File: src/rtl/ptd_pkg.sv
package ptd_pkg;

    typedef enum logic [2:0] {
        PERM_ABSENT  = 3'd0,
        PERM_INVALID = 3'd1,
        PERM_RDONLY  = 3'd2,
        PERM_RDWR    = 3'd3,
        PERM_BUSY    = 3'd4
    } perm_e;

    typedef enum logic [1:0] {
        REQ_LOAD   = 2'd0,
        REQ_IFETCH = 2'd1,
        REQ_STORE  = 2'd2
    } req_e;

    typedef enum logic [2:0] {
        OP_LOOKUP  = 3'd0,
        OP_ALLOC   = 3'd1,
        OP_DEALLOC = 3'd2,
        OP_SETPERM = 3'd3,
        OP_LOCK    = 3'd4,
        OP_UNLOCK  = 3'd5
    } op_e;

    // Read-write lets everything through; read-only lets only reads through.
    function automatic logic perm_allows(input logic [2:0] perm, input logic [1:0] req);
        return (perm == PERM_RDWR) ||
               ((perm == PERM_RDONLY) && ((req == REQ_LOAD) || (req == REQ_IFETCH)));
    endfunction

endpackage

File: src/rtl/ptd_way_cmp.sv
module ptd_way_cmp #(
    parameter int ADDR_W = 12,
    parameter int CTX_W  = 3
) (
    input  logic              line_vld,
    input  logic [ADDR_W-1:0] line_addr,
    input  logic [2:0]        line_perm,
    input  logic              line_lck,
    input  logic [CTX_W-1:0]  line_owner,
    input  logic [ADDR_W-1:0] req_addr,
    input  logic [CTX_W-1:0]  req_ctx,
    output logic              tag_eq,
    output logic              present,
    output logic              free,
    output logic              owned
);
    import ptd_pkg::*;

    logic absent;

    always_comb begin
        absent  = (line_perm == PERM_ABSENT);
        tag_eq  = line_vld && (line_addr == req_addr);
        present = tag_eq && !absent;
        free    = !line_vld || absent;
        owned   = line_lck && (line_owner == req_ctx);
    end

endmodule

File: src/rtl/ptd_first_one.sv
module ptd_first_one #(
    parameter int N     = 4,
    parameter int IDX_W = (N > 1) ? $clog2(N) : 1
) (
    input  logic [N-1:0]     vec,
    output logic             found,
    output logic [IDX_W-1:0] idx
);
    // Lowest set bit wins: scan from the top so the last write is the lowest.
    always_comb begin
        found = 1'b0;
        idx   = '0;
        for (int i = N - 1; i >= 0; i--) begin
            if (vec[i]) begin
                found = 1'b1;
                idx   = IDX_W'(i);
            end
        end
    end

endmodule

File: src/rtl/ptd_lru_age.sv
module ptd_lru_age #(
    parameter int WAYS  = 4,
    parameter int AGE_W = (WAYS > 1) ? $clog2(WAYS) : 1
) (
    input  logic [WAYS-1:0][AGE_W-1:0] age_in,
    input  logic                       touch_en,
    input  logic [AGE_W-1:0]           touch_way,
    output logic [WAYS-1:0][AGE_W-1:0] age_out,
    output logic [AGE_W-1:0]           oldest_way
);
    localparam logic [AGE_W-1:0] AGE_MAX = AGE_W'(WAYS - 1);

    logic [WAYS-1:0]  is_oldest;
    logic             oldest_found;
    logic [AGE_W-1:0] oldest_idx;
    logic [AGE_W-1:0] touched_age;

    always_comb begin
        touched_age = age_in[touch_way];
        for (int w = 0; w < WAYS; w++) begin
            if (!touch_en) begin
                age_out[w] = age_in[w];
            end else if (AGE_W'(w) == touch_way) begin
                age_out[w] = '0;
            end else if (age_in[w] < touched_age) begin
                age_out[w] = age_in[w] + AGE_W'(1);
            end else begin
                age_out[w] = age_in[w];
            end
        end
    end

    for (genvar w = 0; w < WAYS; w++) begin : g_old
        assign is_oldest[w] = (age_in[w] == AGE_MAX);
    end

    ptd_first_one #(.N(WAYS), .IDX_W(AGE_W)) u_old_pick (
        .vec   (is_oldest),
        .found (oldest_found),
        .idx   (oldest_idx)
    );

    assign oldest_way = oldest_found ? oldest_idx : '0;

endmodule

File: src/rtl/perm_tag_dir.sv
module perm_tag_dir #(
    parameter int ADDR_W   = 12,
    parameter int IDX_LO   = 2,
    parameter int NUM_SETS = 4,
    parameter int NUM_WAYS = 4,
    parameter int CTX_W    = 3
) (
    input  logic                        clk,
    input  logic                        rst,
    input  logic                        op_valid,
    input  logic [2:0]                  op_code,
    input  logic [ADDR_W-1:0]           op_addr,
    input  logic [1:0]                  op_req,
    input  logic [2:0]                  op_perm,
    input  logic [CTX_W-1:0]            op_ctx,
    input  logic                        op_touch,
    output logic                        hit,
    output logic [$clog2(NUM_WAYS)-1:0] hit_way,
    output logic                        grant,
    output logic                        set_room,
    output logic                        victim_valid,
    output logic [ADDR_W-1:0]           victim_addr,
    output logic                        lock_owned,
    output logic                        alloc_err
);
    import ptd_pkg::*;

    localparam int SET_W = $clog2(NUM_SETS);
    localparam int WAY_W = $clog2(NUM_WAYS);
    localparam int AGE_W = WAY_W;

    typedef struct packed {
        logic              vld;
        logic [ADDR_W-1:0] addr;
        logic [2:0]        perm;
        logic              lck;
        logic [CTX_W-1:0]  owner;
    } line_t;

    typedef struct packed {
        line_t [NUM_SETS-1:0][NUM_WAYS-1:0]            line;
        logic  [NUM_SETS-1:0][NUM_WAYS-1:0][AGE_W-1:0] age;
    } dir_state_t;

    dir_state_t st_q, st_d, st_rst;

    logic [SET_W-1:0]                  set_idx;
    line_t [NUM_WAYS-1:0]              set_lines;
    logic [NUM_WAYS-1:0]               tag_v, pres_v, free_v, own_v;
    logic                              hit_i, has_free, tag_any;
    logic [WAY_W-1:0]                  hit_way_i, free_way, tag_way, oldest;
    logic                              alloc_req, alloc_bad, alloc_ok, lookup_hit;
    logic                              touch_en;
    logic [WAY_W-1:0]                  touch_way;
    logic [NUM_WAYS-1:0][AGE_W-1:0]    age_nxt;

    assign set_idx   = op_addr[IDX_LO +: SET_W];
    assign set_lines = st_q.line[set_idx];

    // Per-way comparators
    for (genvar w = 0; w < NUM_WAYS; w++) begin : g_way
        ptd_way_cmp #(.ADDR_W(ADDR_W), .CTX_W(CTX_W)) u_cmp (
            .line_vld   (set_lines[w].vld),
            .line_addr  (set_lines[w].addr),
            .line_perm  (set_lines[w].perm),
            .line_lck   (set_lines[w].lck),
            .line_owner (set_lines[w].owner),
            .req_addr   (op_addr),
            .req_ctx    (op_ctx),
            .tag_eq     (tag_v[w]),
            .present    (pres_v[w]),
            .free       (free_v[w]),
            .owned      (own_v[w])
        );
    end

    ptd_first_one #(.N(NUM_WAYS), .IDX_W(WAY_W)) u_hit_pick (
        .vec (pres_v), .found (hit_i), .idx (hit_way_i)
    );

    ptd_first_one #(.N(NUM_WAYS), .IDX_W(WAY_W)) u_free_pick (
        .vec (free_v), .found (has_free), .idx (free_way)
    );

    ptd_first_one #(.N(NUM_WAYS), .IDX_W(WAY_W)) u_tag_pick (
        .vec (tag_v), .found (tag_any), .idx (tag_way)
    );

    // Operation decode
    always_comb begin
        alloc_req  = op_valid && (op_code == OP_ALLOC);
        alloc_bad  = hit_i || !has_free;
        alloc_ok   = alloc_req && !alloc_bad;
        lookup_hit = op_valid && (op_code == OP_LOOKUP) && hit_i;
        touch_en   = lookup_hit || (alloc_ok && op_touch);
        touch_way  = lookup_hit ? hit_way_i : free_way;
    end

    ptd_lru_age #(.WAYS(NUM_WAYS), .AGE_W(AGE_W)) u_lru (
        .age_in     (st_q.age[set_idx]),
        .touch_en   (touch_en),
        .touch_way  (touch_way),
        .age_out    (age_nxt),
        .oldest_way (oldest)
    );

    // Combinational answers
    always_comb begin
        hit          = hit_i;
        hit_way      = hit_way_i;
        grant        = hit_i && perm_allows(set_lines[hit_way_i].perm, op_req);
        set_room     = has_free || tag_any;
        victim_valid = !set_room;
        victim_addr  = victim_valid ? set_lines[oldest].addr : '0;
        lock_owned   = hit_i && own_v[hit_way_i];
        alloc_err    = alloc_req && alloc_bad;
    end

    // Next state
    always_comb begin
        st_d = st_q;
        st_d.age[set_idx] = age_nxt;
        if (op_valid) begin
            case (op_code)
                OP_ALLOC: begin
                    if (alloc_ok) begin
                        st_d.line[set_idx][free_way].vld   = 1'b1;
                        st_d.line[set_idx][free_way].addr  = op_addr;
                        st_d.line[set_idx][free_way].perm  = PERM_INVALID;
                        st_d.line[set_idx][free_way].lck   = 1'b0;
                        st_d.line[set_idx][free_way].owner = '0;
                    end
                end
                OP_DEALLOC: begin
                    if (hit_i) begin
                        st_d.line[set_idx][hit_way_i] = '0;
                    end
                end
                OP_SETPERM: begin
                    if (tag_any) begin
                        st_d.line[set_idx][tag_way].perm = op_perm;
                    end
                end
                OP_LOCK: begin
                    if (hit_i) begin
                        st_d.line[set_idx][hit_way_i].lck   = 1'b1;
                        st_d.line[set_idx][hit_way_i].owner = op_ctx;
                    end
                end
                OP_UNLOCK: begin
                    if (hit_i) begin
                        st_d.line[set_idx][hit_way_i].lck = 1'b0;
                    end
                end
                default: ;
            endcase
        end
    end

    // Reset image: empty lines, ages ranked by way number
    always_comb begin
        st_rst = '0;
        for (int s = 0; s < NUM_SETS; s++) begin
            for (int w = 0; w < NUM_WAYS; w++) begin
                st_rst.age[s][w] = AGE_W'(w);
            end
        end
    end

    always_ff @(posedge clk) begin
        if (rst) begin
            st_q <= st_rst;
        end else begin
            st_q <= st_d;
        end
    end

endmodule

File: config.mk
export PLATFORM = sky130hd
export DESIGN_NAME = perm_tag_dir
export DESIGN_NICKNAME = d
export VERILOG_FILES = /design/src/rtl/ptd_pkg.sv /design/src/rtl/ptd_way_cmp.sv /design/src/rtl/ptd_first_one.sv /design/src/rtl/ptd_lru_age.sv /design/src/rtl/perm_tag_dir.sv
export SDC_FILE = /design/constraint.sdc
export NUM_CORES = 1
export LEC_CHECK = 0
export ABC_AREA = 0
export ABC_CLOCK_PERIOD_IN_PS = 14740
export CAP_MARGIN = 25
export CORE_MARGIN = 2
export CORE_UTILIZATION = 59
export DETAILED_ROUTE_END_ITERATION = 7
export PLACE_DENSITY = 0.77
export SLEW_MARGIN = 0
export SYNTH_ARGS = -nofsm -noshare
export SYNTH_HDL_FRONTEND = slang
export SYNTH_HIERARCHICAL = 1
export SYNTH_SLANG_ARGS = --single-unit
export TNS_END_PERCENT = 5
File: constraint.sdc
create_clock -name clk -period 14.74 [get_ports clk]
set_input_delay 1.474 -clock clk [delete_from_list [all_inputs] [get_ports clk]]
set_output_delay 1.474 -clock clk [all_outputs]
set_load 0.02 [all_outputs]
Word level (Yosys, flattened, before mapping):

Cells that the tools add are included.

* add/sub/neg operators: 4
* magnitude comparators: 14
* eq/ne operators: 28
* mux-type cells: 113
* bitwise operators: 2
* reduce and logical (&&, ||, !) cells: 54

Operators with widths (count)
* $bwmux W320: 9
* $mux W320: 5
* $pmux W320 S5: 1
* $demux W80 S2: 9
* $mux W80: 10
* $demux W20 S2: 9
* $and A320 B320 Y320: 1
* $not A320 Y320: 1
* $bmux W80 S2: 1
* $bmux W20 S2: 2
* $mux W2: 31
* $eq A12 B12 Y1: 4
* $mux W20: 2
* $mux W19: 2
* $bwmux W32: 1
* $logic_and A1 B1 Y1: 25
* $mux W7: 3
* $lt A2 B3 Y1 const B: 6
* $mux W1: 17
* $bmux W8 S2: 1
* $demux W8 S2: 1
* $mux W8: 2
* $logic_not A3 Y1: 5
* $eq A3 B2 Y1 const B: 4
* other kinds (21): 63

* register bits: 352
* input bits: 27
* output and inout bits: 20
* logic and storage cells: 311

Depth between registers and ports, before layout:

Gate-level depths: netlist of run 1.

* depth after elaboration: 21
* gate-level depth with buffers: 27
* depth with buffers taken out: 20

By module:

Netlist of run 1, hierarchy kept.

By module, submodules not included
* perm_tag_dir: instances 1, cells an instance 1639, area each 16782.3 um^2, seq. area each 7046.8 um^2
* ptd_way_cmp: instances 4, cells an instance 25, area each 191.4 um^2, seq. area each 0.0 um^2
* ptd_lru_age: instances 1, cells an instance 87, area each 603.1 um^2, seq. area each 0.0 um^2
* ptd_first_one: instances 4, cells an instance 7, area each 35.0 um^2, seq. area each 0.0 um^2

Worst setup path before layout of run 1:

Ideal clock, no wire load.

* path type: input -> output
* start point: input op_addr[3]
* end point: output grant
* arrival: 5172 ps
* required time: 13266 ps
* slack: 8094 ps
* stages: 15
* buffers on the path: 4
* cells stage by stage: buf_4 -> buf_2 -> mux4_2 -> xor2_1 -> nor4_1 -> nand4_1 -> nor4_2 -> nand2b_1 -> a21oi_2 -> clkbuf_1 -> buf_2 -> mux4_2 -> mux2i_1 -> nand2_1 -> a41o_1

RTL lines
* from (decl): line perm_tag_dir.sv:12 `input logic [ADDR_W-1:0] op_addr,`
* to (decl): line perm_tag_dir.sv:19 `output logic grant,`

==> results.toml, run 1 <==
[status]
status = "completed"

[placement]
routabilityCongestion = 1.00
dp_hpwl_um = 41100
dpl_worst_slack_ps = 6440
numPortBuffers = 45

[cells_and_area]
mostFrequentLayoutCells = "352 x dfxtp_1, 169 x nand2_1, 164 x a22o_1, 99 x mux4_2, 91 x nor2_1"
fillers = 2460
syn2layout_area_growth_pct = 9.78
largest_reg_flops = 352
top_regs = "st_q (352)"
top_register = "st_q"
fin_nets = 1853
drive_gt1_frac = 0.153
n_antenna_cell = 0
fin_util = 0.656
layout_commonest_cell = "dfxtp_1"

[power]
p_sw_uw = 546
power_density_mw_per_mm2 = 106
ir_worst_vdd_v = 0.0000912
switching_share = 0.257
comb_power_share = 0.100
clkPwrFrac = 0.450
p_leak_uw = 0.00710
internal_power_uw = 1580
seq_power_share = 0.450
power_uw = 2130

[clock_tree]
clockBufferDepth = 3
hold_buffers = 0
cts_made_buffers = 38
ctsResizeCount = 0
clock-sinks = 352
cts.clk_slew.worst_paths_ps = 60
clock_latency_ps = 540
cts_setup_buffers = 0
root_buffer = "clkbuf_16"
cts_tree = "built"
h-tree-depth = 2

[global_route]
grt_pass1_wl_um = 91300
antenna_found_initial = 2
overflow = 0
grt_usage = 0.359
grt_max_degree = 88
grt_pass1_vias = 15500

[worst_setup_path]
max_stage_delay_ps = 800
r2r_cells = 18
r2r-start = "st_q[284]"
worstPathCellList = "buf_6 > buf_4 > mux4_2 > xor2_1 > nor4_1 > nand4_1 > nor4_2 > inv_1 > a21oi_2 > buf_4 > mux4_2 > mux2i_1 > nand2_1 > a41o_1 > clkdlybuf4s50_1"
cp_num_buf_inv = 5
slowest_stage = "buf_4"
crit_fanout = 87
path_class = "in2out"
cp-start-kind = "primary input"
end_kind = "output port"
cp_top_family = "buffers and inverters"
required_ps = 13270
r2r_slack_ps = 9280
r2r-end = "st_q[19]"
cp.arrival_ps = 6920

[floorplanning]
start_util = 0.598
dieArea_mm2 = 0.0324
std_cell_rows = 64
ios = 47
dieHeight_um = 180
coreArea_mm2 = 0.0306
die_w_um = 180

[timing]
maxSlewViolCount = 0
setup_tns_ps = 0
tightest_slew_ps = 1180
final-setup-viol-count = 0
setup_ws_ps = 6340
fin_crit_sh = 0.570
skew_ps = 18.0
hold_viol_final = 0
period_minus_slack_ps = 8400
slew_headroom = 0.215
rsz0062_at_grt = "false"
max_freq_mhz = 119

[yosys]
yosysWarnings = 6
syn_avg_cell_area_um2 = 9.87
seq_area_frac_synth = 0.385
ys.flop_type = "dfxtp_1"
synth_nets = 1889
netlist_top_cells_area = "dfxtp_1 39%, mux4_2 12%, a22o_1 7.9%"
yosysTopAreaCell = "dfxtp_1"
synth_area_mm2 = 0.0183
synth-async-reset-ratio = 0
netlist_instances = 1854
synth_edf_count = 0
ys_types = 103
yosysTopAreaCellShare = 0.385
ys_ff_latch = 352

[drt]
dr.pass1.iters = 6
ant_nets = 0
drt-total-wl_um = 60200
drc = 0
vias_per_cell = 7.27
dr.first_iter.drc_count = 2315
routedWlPerCell_um = 26.9
via_count = 16300

[flow_run]
drv_cap = 0

[min_path]
min_to = "st_q[1]"
whs_path_depth = 2
min_from = "st_q[1]"
hold_class = "reg2reg"
-- worst reg2reg max path, stage by stage (launching register included) --
cell and delay [ps]:
dfxtp_1 310, mux4_2 540, xor2_1 170, nor4_1 380
nand4_1 220, nor4_2 510, nor2_1 100, nand2_1 570
nor2b_1 270, nand2_1 110, o21ai_0 220, buf_4 240
mux4_2 510, inv_1 170, ha_1 300, o2111a_1 150
a311o_1 370, nand2_1 90, a21oi_1 70
-- synth_stat cells (34+ instances only) --
master	instances
nand3_1	41
a22o_1	164
dfxtp_1	352
clkbuf_1	69
mux4_2	99
nor2_1	91
o21ai_0	50
a21oi_1	79
inv_1	49
xnor2_1	37
and2_1	34
buf_2	55
nand2_1	169
nor3_1	45
-- metrics by stage --
step / hold WS [ps] / instance area (µm²) / cells
6_report: 452 / 20100 / 2241
5_1_grt: 470 / 20100 / 2241
4_1_cts: 454 / 20100 / 2238
3_5_place_dp: 442 / 18800 / 2171
3_3_place_gp: 429 / 18700 / 2161
2_1_floorplan: 409 / 18300 / 1854
-- cells by family after synthesis --
family / count (synthesis) / share of synthesized area
adder cells (fa/ha/maj): 8 / 0.00547
flip-flops: 352 / 0.385
AND/OR/NAND/NOR: 532 / 0.153
XOR/XNOR: 62 / 0.0297
AO/OA/AOI/OAI: 564 / 0.239
multiplexers: 119 / 0.133
buffers and inverters: 217 / 0.0538
-- worst max path at each step --
stage / start / to / slack, ps / depth (start not counted)
after detailed placement: op_addr[3] / grant / 6440 / 15
after global placement: op_addr[3] / grant / 6450 / 15
after global routing: op_addr[3] / grant / 6200 / 15
after CTS: op_addr[3] / grant / 6430 / 15
after floorplan: op_addr[3] / grant / 8090 / 15
final: op_addr[3] / grant / 6340 / 15
-- routing by layer --
layer / share of wire / up-vias / GRT usage
met5: 0 / - / 0
met4: 0.049 / 0 / 0.153
met3: 0.12 / 248 / 0.0893
met2: 0.44 / 1127 / 0.547
met1: 0.39 / 7959 / 0.489
li1: - / 6956 / -
-- area by class of cell --
class | count | area (µm²) | share of cell area
tap | 396 | 495 | 0.0247
inverter | 51 | 191 | 0.00953
clock buffer | 56 | 1120 | 0.0557
timing repair buffer | 90 | 820 | 0.0408
multi-input combinational | 1285 | 10300 | 0.512
clock inverter | 11 | 130 | 0.00648
sequential | 352 | 7050 | 0.351
-- power groups by stage --
stage	sequential, µW	clock (µW)	combinational (µW)
2_1_floorplan	979	0	140
3_3_place_gp	979	0	200
3_5_place_dp	979	0	204
4_1_cts	958	961	205
5_1_grt	958	1000	221
6_report	958	958	214
Power figures use the tool's default switching activity.
==> inputs of run 2 (changes only) <==
- ABC_CLOCK_PERIOD_IN_PS: 14740 -> 7000
- CORE_UTILIZATION: 59 -> 56
- PLACE_DENSITY: 0.77 -> 0.76
- clock period: 14.74 -> 7 ns (I/O delays scaled with it)
==> run 2 against run 1 <==
- cell area is 1.2% higher
- routed wire length up 2.0%
- first-iteration DRC count decreased by 3.3%
- via count rose by 0.80%
- sequential power up 110%
- worst hold slack lost 3.1 ps
- clock skew down 4.3 ps
- clock-buffer cell count shrank 4
- combinational power up 110%
- sequential cell count unchanged
- critical path type unchanged
- critical endpoint unchanged
- largest cell class unchanged
- highest routed layer unchanged
==> results.toml, run 2 (synthesis results as in run 1) <==
[clock_tree]
cts_setup_buffers = 0
clockBufferDepth = 3
h-tree-depth = 2
cts.clk_slew.worst_paths_ps = 60
cts_tree = "built"
hold_buffers = 0
clock_latency_ps = 540
ctsResizeCount = 0
clock-sinks = 352
root_buffer = "clkbuf_16"
cts_made_buffers = 38

[placement]
place_inst = 2229
routabilityCongestion = 1.01
numPortBuffers = 45
dp_hpwl_um = 42400
dpl_worst_slack_ps = 922

[cells_and_area]
drive_gt1_frac = 0.160
instances_no_fill = 2300
fin_util = 0.627
top_register = "st_q"
layout_commonest_cell = "dfxtp_1"
syn2layout_area_growth_pct = 11.0
largest_reg_flops = 352
fillers = 2682
fin_nets = 1865
top_regs = "st_q (352)"
mostFrequentLayoutCells = "352 x dfxtp_1, 169 x nand2_1, 164 x a22o_1, 99 x mux4_2, 91 x nor2_1"

[global_route]
grt_pass1_vias = 15700
grt_max_degree = 66
grt_usage = 0.359
overflow = 0
grt_pass1_wl_um = 94000
antenna_found_initial = 1

[floorplanning]
die_w_um = 185
dieArea_mm2 = 0.0341
ios = 47
start_util = 0.565
dieHeight_um = 185
std_cell_rows = 66
coreArea_mm2 = 0.0324

[status]
status = "completed"

[power]
power_density_mw_per_mm2 = 227
p_leak_uw = 0.00719
ir_worst_vdd_v = 0.000184

[timing]
skew_ps = 13.7
rsz0062_at_grt = "false"
setup_tns_ps = 0
period_minus_slack_ps = 6230
final-setup-viol-count = 0
whs_ps = 449
slew_headroom = 0.232
tightest_slew_ps = 1150
maxSlewViolCount = 0
hold_viol_final = 0
max_freq_mhz = 160
fin_crit_sh = 0.890
setup_ws_ps = 767

[drt]
vias_per_cell = 7.14
drc = 0
via_count = 16400
routedWlPerCell_um = 26.7
ant_nets = 0
dr.pass1.iters = 6
drt-total-wl_um = 61400
dr.first_iter.drc_count = 2239

[flow_run]
drv_cap = 0

[worst_setup_path]
end_kind = "output port"
cp-start-kind = "primary input"
cp.arrival_ps = 5530
crit_fanout = 38
r2r_slack_ps = 1930
required_ps = 6300
path_class = "in2out"

[min_path]
hold_class = "reg2reg"
## run 2: routing by layer
metal  GRT usage  vias up  part of all wire
met4       0.176        0             0.049
li1            -     6982                 -
met1       0.492     8043              0.39
met5           0        -                 0
met3      0.0775      224              0.12
met2       0.540     1171              0.44
## run 2: through the flow
step | total power (µW) | instance area, µm²
6_report | 4610 | 20300
5_1_grt | 4710 | 20300
4_1_cts | 4590 | 20300
3_5_place_dp | 2500 | 19000
3_3_place_gp | 2490 | 18900
2_1_floorplan | 2360 | 18300
## run 2: worst paths after layout
| check | start | to | cells past startpoint |
|---|---|---|---|
| setup / recovery | op_addr[2] | grant | 13 |
| setup reg to reg | st_q[284] | st_q[19] | 17 |
| hold reg to reg | st_q[116] | st_q[116] | 1 |
| hold / removal | st_q[116] | st_q[116] | 1 |
## run 2: cell type report
type                            count  area (µm²)  share of cell area
Antenna cell                        1        2.50            0.000123
Inverter                           51         191             0.00942
Sequential cell                   352        7050               0.347
Clock buffer                       52        1090              0.0539
Timing Repair Buffer              102         911              0.0448
Tap cell                          442         553              0.0272
Multi-Input combinational cell   1285       10300               0.506
Clock inverter                     15         235              0.0116
## run 2: power breakdown
group,internal [µW],leakage (µW),total (µW),switching (µW)
Combinational,137,0.00370,454,317
Sequential,2010,0.00284,2020,5.11
Clock,1290,0.000647,2130,847
Total,3440,0.00719,4610,1170
## run 2: worst max-delay path, cell delays in order
cell and delay (ps):
buf_6 360, buf_4 510, mux4_2 590, nor3_1 640, nor4_2 90, nand2b_1 180, a21oi_2 450, buf_4 330
mux4_2 520, mux2i_1 210, nand2_1 80, a41o_1 260, clkdlybuf4s50_1 540
